File: src/rtl/alm_pkg.sv
package alm_pkg;
  localparam int NUM_FIELDS = 6;
  localparam logic [2:0] CTRL_ADDR = 3'd7;
endpackage

File: src/rtl/alarm_unit.sv
module alarm_unit
  import alm_pkg::*;
#(
  parameter int FW = 8
) (
  input  logic                     clk,
  input  logic                     rst,
  input  logic                     tick,
  input  logic [NUM_FIELDS*FW-1:0] now_time,
  input  logic                     we,
  input  logic [2:0]               addr,
  input  logic [FW:0]              wdata,
  input  logic                     clr,
  output logic                     flag,
  output logic                     armed,
  output logic                     irq_en
);
  logic [NUM_FIELDS-1:0] hit;
  logic [NUM_FIELDS-1:0] fen;
  logic                  rep_q;
  logic                  fire;

  for (genvar i = 0; i < NUM_FIELDS; i++) begin : g_field
    logic [FW-1:0] val_q;
    logic          en_q;
    always_ff @(posedge clk) begin
      if (rst) begin
        val_q <= '0;
        en_q  <= 1'b0;
      end else if (we && addr == 3'(i)) begin
        val_q <= wdata[FW-1:0];
        en_q  <= wdata[FW];
      end
    end
    assign fen[i] = en_q;
    assign hit[i] = !en_q || (val_q == now_time[i*FW +: FW]);
  end

  // evaluated only on the one-second tick
  assign fire = tick && armed && (&hit) && (|fen);

  always_ff @(posedge clk) begin
    if (rst) begin
      flag   <= 1'b0;
      armed  <= 1'b0;
      rep_q  <= 1'b0;
      irq_en <= 1'b0;
    end else begin
      if (fire)     flag <= 1'b1;
      else if (clr) flag <= 1'b0;
      if (we && addr == CTRL_ADDR) begin
        armed  <= wdata[0];
        rep_q  <= wdata[1];
        irq_en <= wdata[2];
      end else if (fire && !rep_q) begin
        armed <= 1'b0;
      end
    end
  end
endmodule

File: src/rtl/alarm_pin.sv
module alarm_pin #(
  parameter int NA = 2
) (
  input  logic          clk,
  input  logic          rst,
  input  logic [NA-1:0] flags,
  input  logic [NA-1:0] ie,
  input  logic          pin_sel,
  input  logic          freq_in,
  output logic          drive_low
);
  always_ff @(posedge clk) begin
    if (rst) drive_low <= 1'b0;
    else     drive_low <= pin_sel ? !freq_in : |(flags & ie);
  end
endmodule

File: src/rtl/dual_alarm.sv
module dual_alarm
  import alm_pkg::*;
#(
  parameter int FW         = 8,
  parameter int NUM_ALARMS = 2,
  localparam int UW = (NUM_ALARMS > 1) ? $clog2(NUM_ALARMS) : 1
) (
  input  logic                     clk,
  input  logic                     rst,
  input  logic                     tick,
  input  logic [NUM_FIELDS*FW-1:0] now_time,
  input  logic                     cfg_we,
  input  logic [UW-1:0]            cfg_unit,
  input  logic [2:0]               cfg_addr,
  input  logic [FW:0]              cfg_wdata,
  input  logic [NUM_ALARMS-1:0]    flag_clr,
  input  logic                     pin_sel,
  input  logic                     freq_in,
  output logic [NUM_ALARMS-1:0]    flags,
  output logic [NUM_ALARMS-1:0]    armed,
  output logic                     pin_drive_low
);
  logic [NUM_ALARMS-1:0] ie;

  for (genvar k = 0; k < NUM_ALARMS; k++) begin : g_unit
    alarm_unit #(.FW(FW)) u_alarm (
      .clk      (clk),
      .rst      (rst),
      .tick     (tick),
      .now_time (now_time),
      .we       (cfg_we && cfg_unit == UW'(k)),
      .addr     (cfg_addr),
      .wdata    (cfg_wdata),
      .clr      (flag_clr[k]),
      .flag     (flags[k]),
      .armed    (armed[k]),
      .irq_en   (ie[k])
    );
  end

  alarm_pin #(.NA(NUM_ALARMS)) u_pin (
    .clk       (clk),
    .rst       (rst),
    .flags     (flags),
    .ie        (ie),
    .pin_sel   (pin_sel),
    .freq_in   (freq_in),
    .drive_low (pin_drive_low)
  );
endmodule

File: config.mk
export PLATFORM = sky130hd
export DESIGN_NAME = dual_alarm
export DESIGN_NICKNAME = d
export VERILOG_FILES = /design/src/rtl/alm_pkg.sv /design/src/rtl/alarm_unit.sv /design/src/rtl/alarm_pin.sv /design/src/rtl/dual_alarm.sv
export SDC_FILE = /design/constraint.sdc
export NUM_CORES = 1
export LEC_CHECK = 0
export BUFFER_PORTS_ARGS = -buffer_cell sky130_fd_sc_hd__buf_2
export CAP_MARGIN = 10
export CORE_MARGIN = 2
export CORE_UTILIZATION = 30
export CTS_CLUSTER_DIAMETER = 150
export DETAILED_ROUTE_END_ITERATION = 10
export SLEW_MARGIN = 0
export SYNTH_ARGS = -nofsm -noshare
export SYNTH_HDL_FRONTEND = slang
export SYNTH_SLANG_ARGS = --single-unit
File: constraint.sdc
create_clock -name clk -period 3.68 [get_ports clk]
set_clock_uncertainty 0.15 [all_clocks]
set_input_delay 0.552 -clock clk [delete_from_list [all_inputs] [get_ports clk]]
set_output_delay 0.552 -clock clk [all_outputs]
set_load 0.02 [all_outputs]
Word level (Yosys, flattened, before mapping)

Cells that the tools add are included.

Register bits after elaboration: 117
Latch bits: 0
Memory bits (writable): 0
ROM bits: 0
Input bits: 69
Output and inout port bits: 5
Logic and storage cells: 123
Memories: 0

Add/subtract/negate cells: 0
Multiply operators: 0
Div/mod/pow operators: 0
Order comparisons: 0
Eq/ne operators: 18
Shifts and indexed selects: 0
Multiplexer cells: 9
Bitwise gates (word level): 2
Reductions and logical operators: 61

Operator list:

| kind               | count |
|---|---|
| $eq 8x8->1         | 12 |
| $logic_and 1x1->1  | 24 |
| $logic_not 1->1    | 15 |
| $logic_or 1x1->1   | 12 |
| $reduce_and 6->1   | 2 |
| $reduce_or 6->1    | 2 |
| $eq 3x3->1 const B | 3 |
| $mux 1             | 9 |
| $reduce_bool 2->1  | 4 |
| $eq 3x2->1 const B | 2 |
| $eq 3x1->1 const B | 1 |
| $logic_not 3->1    | 1 |
| $and 2x2->2        | 1 |
| $reduce_or 2->1    | 1 |
| $not 1->1          | 1 |

Longest topological paths before layout

Depth in word-level cells: 8
Gate-level depth with buffers: 6
Gate-level depth less buffers: 5

Modules after synthesis

A second synthesis with hierarchy kept.

Cells, all modules: 667
Area total of the unflattened synthesis: 5,331.4 µm²

Modules (own cells, without submodules):

| module     | instances | cells an instance | area each (µm²) | sequential area each (µm²) |
|---|---|---|---|---|
| alarm_unit | 2         | 331               | 2,636.3         | 1,161.1 |
| alarm_pin  | 1         | 3                 | 42.5            | 20.0 |
| dual_alarm | 1         | 2                 | 16.3            | 0.0 |

Least setup slack after synthesis

No wires, ideal clock.

Path kind: input to register
Start: input port cfg_addr[2]
End: register g_unit[1].u_alarm.g_field[4].en_q
Library setup time: 128 ps
Arrival: 1,477 ps
Required time: 3,402 ps
Path slack: 1,926 ps
Stages: 6
Path buffers: 2
Path through: buf_4 nand3_2 or3_1 buf_2 mux2i_1 nor2_1

Word-level cells in the longest chain between the ends: 2

RTL lines:

| item                   | RTL line         | source |
|---|---|---|
| start: declaration     | dual_alarm.sv:14 | `input logic [2:0] cfg_addr,` |
| $eq 3x3->1             | alarm_unit.sv:30 | `end else if (we && addr == 3'(i)) begin` |
| $logic_and 1x1->1      | alarm_unit.sv:30 |  |
| end signal: assignment | alarm_unit.sv:32 | `en_q <= wdata[FW];` |
| end: declaration       | alarm_unit.sv:25 | `logic en_q;` |

No other way between the ends.
A chain may end at the register's enable or synchronous reset.

Worst setup path after layout

Start: input port cfg_we
End: register g_unit[0].u_alarm.g_field[3].val_q[4]

Word-level cells in the longest chain between the ends: 2

RTL lines:

| item                   | RTL line         | source |
|---|---|---|
| start: declaration     | dual_alarm.sv:12 | `input logic cfg_we,` |
| $logic_and 1x1->1      | dual_alarm.sv:31 | `.we (cfg_we && cfg_unit == UW'(k)),` |
| $logic_and 1x1->1      | alarm_unit.sv:30 |  |
| end signal: assignment | alarm_unit.sv:31 | `val_q <= wdata[FW-1:0];` |
| end: declaration       | alarm_unit.sv:24 | `logic [FW-1:0] val_q;` |

No other way between the ends.

==> impl.org <==
** Outcome
- Result of the run :: completed

** Setup path
- Slowest Stage Delay on Critical Path :: 0.51 ns
- Along the worst path, the maximum fanout reaches 12.
- Counting buffers and inverters, the worst setup path is 6 cells deep.
- For the worst flop-to-flop path, the logic depth is 4.
- For the worst setup path, the data required time is 3.83 ns.
- Among cell families on the critical path, the largest total delay comes from simple AND/OR/NAND/NOR gates.
- STA classifies the critical path startpoint as an input port.
- The startpoint identified for the worst register-to-register timing path is g_unit[1].u_alarm.g_field[5].en_q.
- Capturing element type of the critical path :: register
- CP dominant cell by count :: sky130_fd_sc_hd__and2b_1
- The number of buffers and inverters on the critical path is 1.
- Sequence of cells on the critical path :: buf_2 > nor2b_1 > and2b_1 > and2b_1 > mux2i_1 > nor2_1
- Data arrival time of the critical path :: 2.15 ns
- In this run the critical register-to-register path is captured at g_unit[1].u_alarm.flag.
- The slowest stage of the critical path is the sky130_fd_sc_hd__and2b_1 cell.
- Worst setup path class :: input port to register
- The most critical setup path has its startpoint at cfg_we.
- For flop-to-flop paths, the worst setup slack is 1.97 ns.

** Hold path
- The worst hold path begins at freq_in.
- The worst hold path belongs to the class input port to register.
- Worst hold path cell count :: 2
- Hold-critical path endpoint :: u_pin.drive_low

** Synth
- Synth Warn # :: 0
- Total standard cell area after synthesis :: 5420 um2
- Synthesized area per cell :: 9.35 um2
- Post-synth cell types :: 30
- Synth Register Bits :: 117
- Synth Instances :: 580
- Sequential cells were found to cover 43.2% of the synthesized design area.
- Syn Nets :: 649

** Route
- Final routed wire length divided by cell count :: 15.9 um
- Remaining antenna violation count after routing :: 0
- For this block, the routed nets add up to 13900 um of wire.
- Drt via density :: 4.68
- After the first detailed-routing iteration, the DRC count stood at 277.
- Number of DRC violations after detailed routing :: 0
- The detailed router placed 4096 vias in this run.
- The first TritonRoute pass finished after 4 iterations.

** STA
- The final number of max-transition violations came to 0.
- The final critical path takes up 54.5% of the cycle.
- Worst-Margin Slew :: 0.649 ns
- Worst slew margin relative to its limit :: 56.6%
- Final worst slack :: 1.67 ns
- Setup violations remaining at the end of the flow were counted as 0.
- Highest attainable clock frequency :: 498 MHz
- Setup repair after global routing left no endpoint under its margin.
- Min Tclk post-route :: 2.01 ns
- Hold Violations, Final :: 0
- Final hold analysis gives a worst-case slack of 0.170 ns.
- Final setup TNS :: 0 ns

** Final layout
- Util after Layout :: 36.3%
- Once layout is done, the placed cells without fillers occupy 6470 um2.
- The net count of the finished layout is 706.
- Share of post-route cells with drive strength above 1 :: 16.7%
- Commonest non-fill, non-tap cell in the layout :: sky130_fd_sc_hd__dfxtp_1
- Most frequent cells in the layout :: sky130_fd_sc_hd__dfxtp_1 (117), sky130_fd_sc_hd__nor2_1 (101), sky130_fd_sc_hd__xnor2_1 (96), sky130_fd_sc_hd__mux2i_1 (94), sky130_fd_sc_hd__buf_2 (72)
- The area growth from synthesis to layout is 19.3%.
- The repair_antennas step left the layout with diodes totalling 0.

** Clock network
- Clock transition at the registers of the reported paths :: 0.05 ns
- Clock latency on the worst-skew pair, taken at its later pin, is 0.42 ns.
- No sink is reached through more buffers than the 2 on the longest clock path.
- Once the clock tree was built, the resizer swapped 0 gates to a different size.
- CTS tree :: built
- The tree is rooted in a sky130_fd_sc_hd__clkbuf_16.
- The number of clock buffers added by TritonCTS is 17.
- Post-CTS setup buffer count :: 0
- CTS H-Tree Depth :: 4
- Hold bufs inserted after CTS :: 0
- The clock drives 117 sinks.

** Floorplanning
- The floorplan has 49 rows.
- Die area :: 19200 um2
- Number of placed I/O pins :: 74
- Core Footprint :: 17800 um2
- The die is 138 um tall.
- Starting Density :: 30.4%
- Die extent in x :: 138 um

** Placed design
- Standard cell area after detailed placement :: 5940 um2
- Routability-driven placement finished with a final weighted congestion of 0.793.
- Buffers placed on the I/O ports in this run total 73.
- Timing analysis after detailed placement gives a worst setup slack of 1.22 ns.
- Total half-perimeter wirelength after legalization and detailed placement :: 9810 um

** Power
- Cell leakage power :: 2.52 nW
- Dividing total power by cell area gives a power density of 466 nW/um2.
- Max VDD drop :: 309 uV

** Global route
- Global-route wire length before repair :: 22100 um
- GRT Resource Usage Total :: 14.9%
- Entering global routing, the biggest net connects 64 pins.
- For this run the aggregate overflow at the end of global routing stands at 0.
- Number of antenna violations at the first check in global routing :: 0
- Via count of the first global-routing pass :: 3998

** Run
- Across the run, the number of max-cap violations was 0.
registers in the layout (all words and copies together) (netlist names):
register	cells
g_unit.u_alarm.irq_en	2
g_unit.u_alarm.rep_q	2
g_unit.u_alarm.armed	2
g_unit.u_alarm.g_field.val_q	96
u_pin.drive_low	1
g_unit.u_alarm.g_field.en_q	12
g_unit.u_alarm.flag	2
worst max-delay path by stage:
stage / to / slack, ns
2_1_floorplan: g_unit[1].u_alarm.g_field[4].en_q / 1.93
3_3_place_gp: g_unit[0].u_alarm.g_field[3].val_q[7] / 1.25
3_5_place_dp: g_unit[0].u_alarm.g_field[3].val_q[7] / 1.22
4_1_cts: g_unit[0].u_alarm.g_field[3].val_q[4] / 1.66
5_1_grt: g_unit[0].u_alarm.g_field[3].val_q[4] / 1.49
6_report: g_unit[0].u_alarm.g_field[3].val_q[4] / 1.67
cells in the mapped netlist:
cell / n / share of area [%]
sky130_fd_sc_hd__inv_1: 2 / 0.14
sky130_fd_sc_hd__o311a_1: 2 / 0.37
sky130_fd_sc_hd__or4_1: 2 / 0.28
sky130_fd_sc_hd__nor2_4: 1 / 0.21
sky130_fd_sc_hd__nand2b_1: 2 / 0.23
sky130_fd_sc_hd__nand3_1: 11 / 1.0
sky130_fd_sc_hd__buf_2: 7 / 0.65
sky130_fd_sc_hd__nand4_1: 28 / 3.2
sky130_fd_sc_hd__o21a_1: 2 / 0.28
sky130_fd_sc_hd__dfxtp_1: 117 / 43
sky130_fd_sc_hd__clkbuf_1: 25 / 1.7
sky130_fd_sc_hd__xnor2_1: 96 / 16
sky130_fd_sc_hd__nor2_1: 101 / 7.0
sky130_fd_sc_hd__nand2_1: 24 / 1.7
sky130_fd_sc_hd__nand3_2: 1 / 0.18
sky130_fd_sc_hd__a211oi_1: 1 / 0.14
sky130_fd_sc_hd__and2b_1: 2 / 0.28
sky130_fd_sc_hd__nand3b_1: 1 / 0.14
sky130_fd_sc_hd__buf_4: 7 / 0.97
sky130_fd_sc_hd__nor3_1: 2 / 0.18
sky130_fd_sc_hd__a221oi_1: 1 / 0.16
sky130_fd_sc_hd__nor4b_1: 1 / 0.16
sky130_fd_sc_hd__nor2b_1: 1 / 0.12
sky130_fd_sc_hd__nand4b_1: 2 / 0.32
sky130_fd_sc_hd__nor2_2: 1 / 0.12
sky130_fd_sc_hd__o32ai_1: 2 / 0.32
sky130_fd_sc_hd__a21oi_1: 20 / 1.8
sky130_fd_sc_hd__o21ai_0: 23 / 2.1
sky130_fd_sc_hd__mux2i_1: 94 / 17
sky130_fd_sc_hd__or3_1: 1 / 0.12
stage by stage:
step / power (mW) / instances
after detailed placement: 1.57 / 847
after global placement: 1.57 / 847
after CTS: 3.04 / 876
after floorplan: 1.46 / 580
after global routing: 3.13 / 876
final: 3.01 / 876
power breakdown:
group / internal, mW / switching [mW]
combinational: 0.101 / 0.140
clock: 0.929 / 0.545
sequential: 1.29 / 0.0111
cell type report:
class,count,area [um2]
clock buffers,24,502
clock inverters,5,25.0
fillers,1800,11400
inverters,2,7.51
multi-input cells,422,2900
flip-flops and latches,117,2340
well taps,229,287
repair buffers,77,410
per-layer routing:
layer / part of all wire [%] / global-route usage [%] / up-vias
li1: - / - / 2083
met1: 47 / 19.4 / 1907
met2: 46 / 23.2 / 85
met3: 5.3 / 4.57 / 21
met4: 2.0 / 6.02 / 0
met5: 0 / 0 / -
cells by family after synthesis:
group	after synthesis	synth area share [%]
AOI/OAI and AO/OA	51	5.24
xor gates and xnor gates	96	15.5
buffers and inverters	41	3.48
DFF	117	43.2
muxes	94	17.4
and+or+nand+nor	181	15.2
Power figures use the tool's default switching activity.
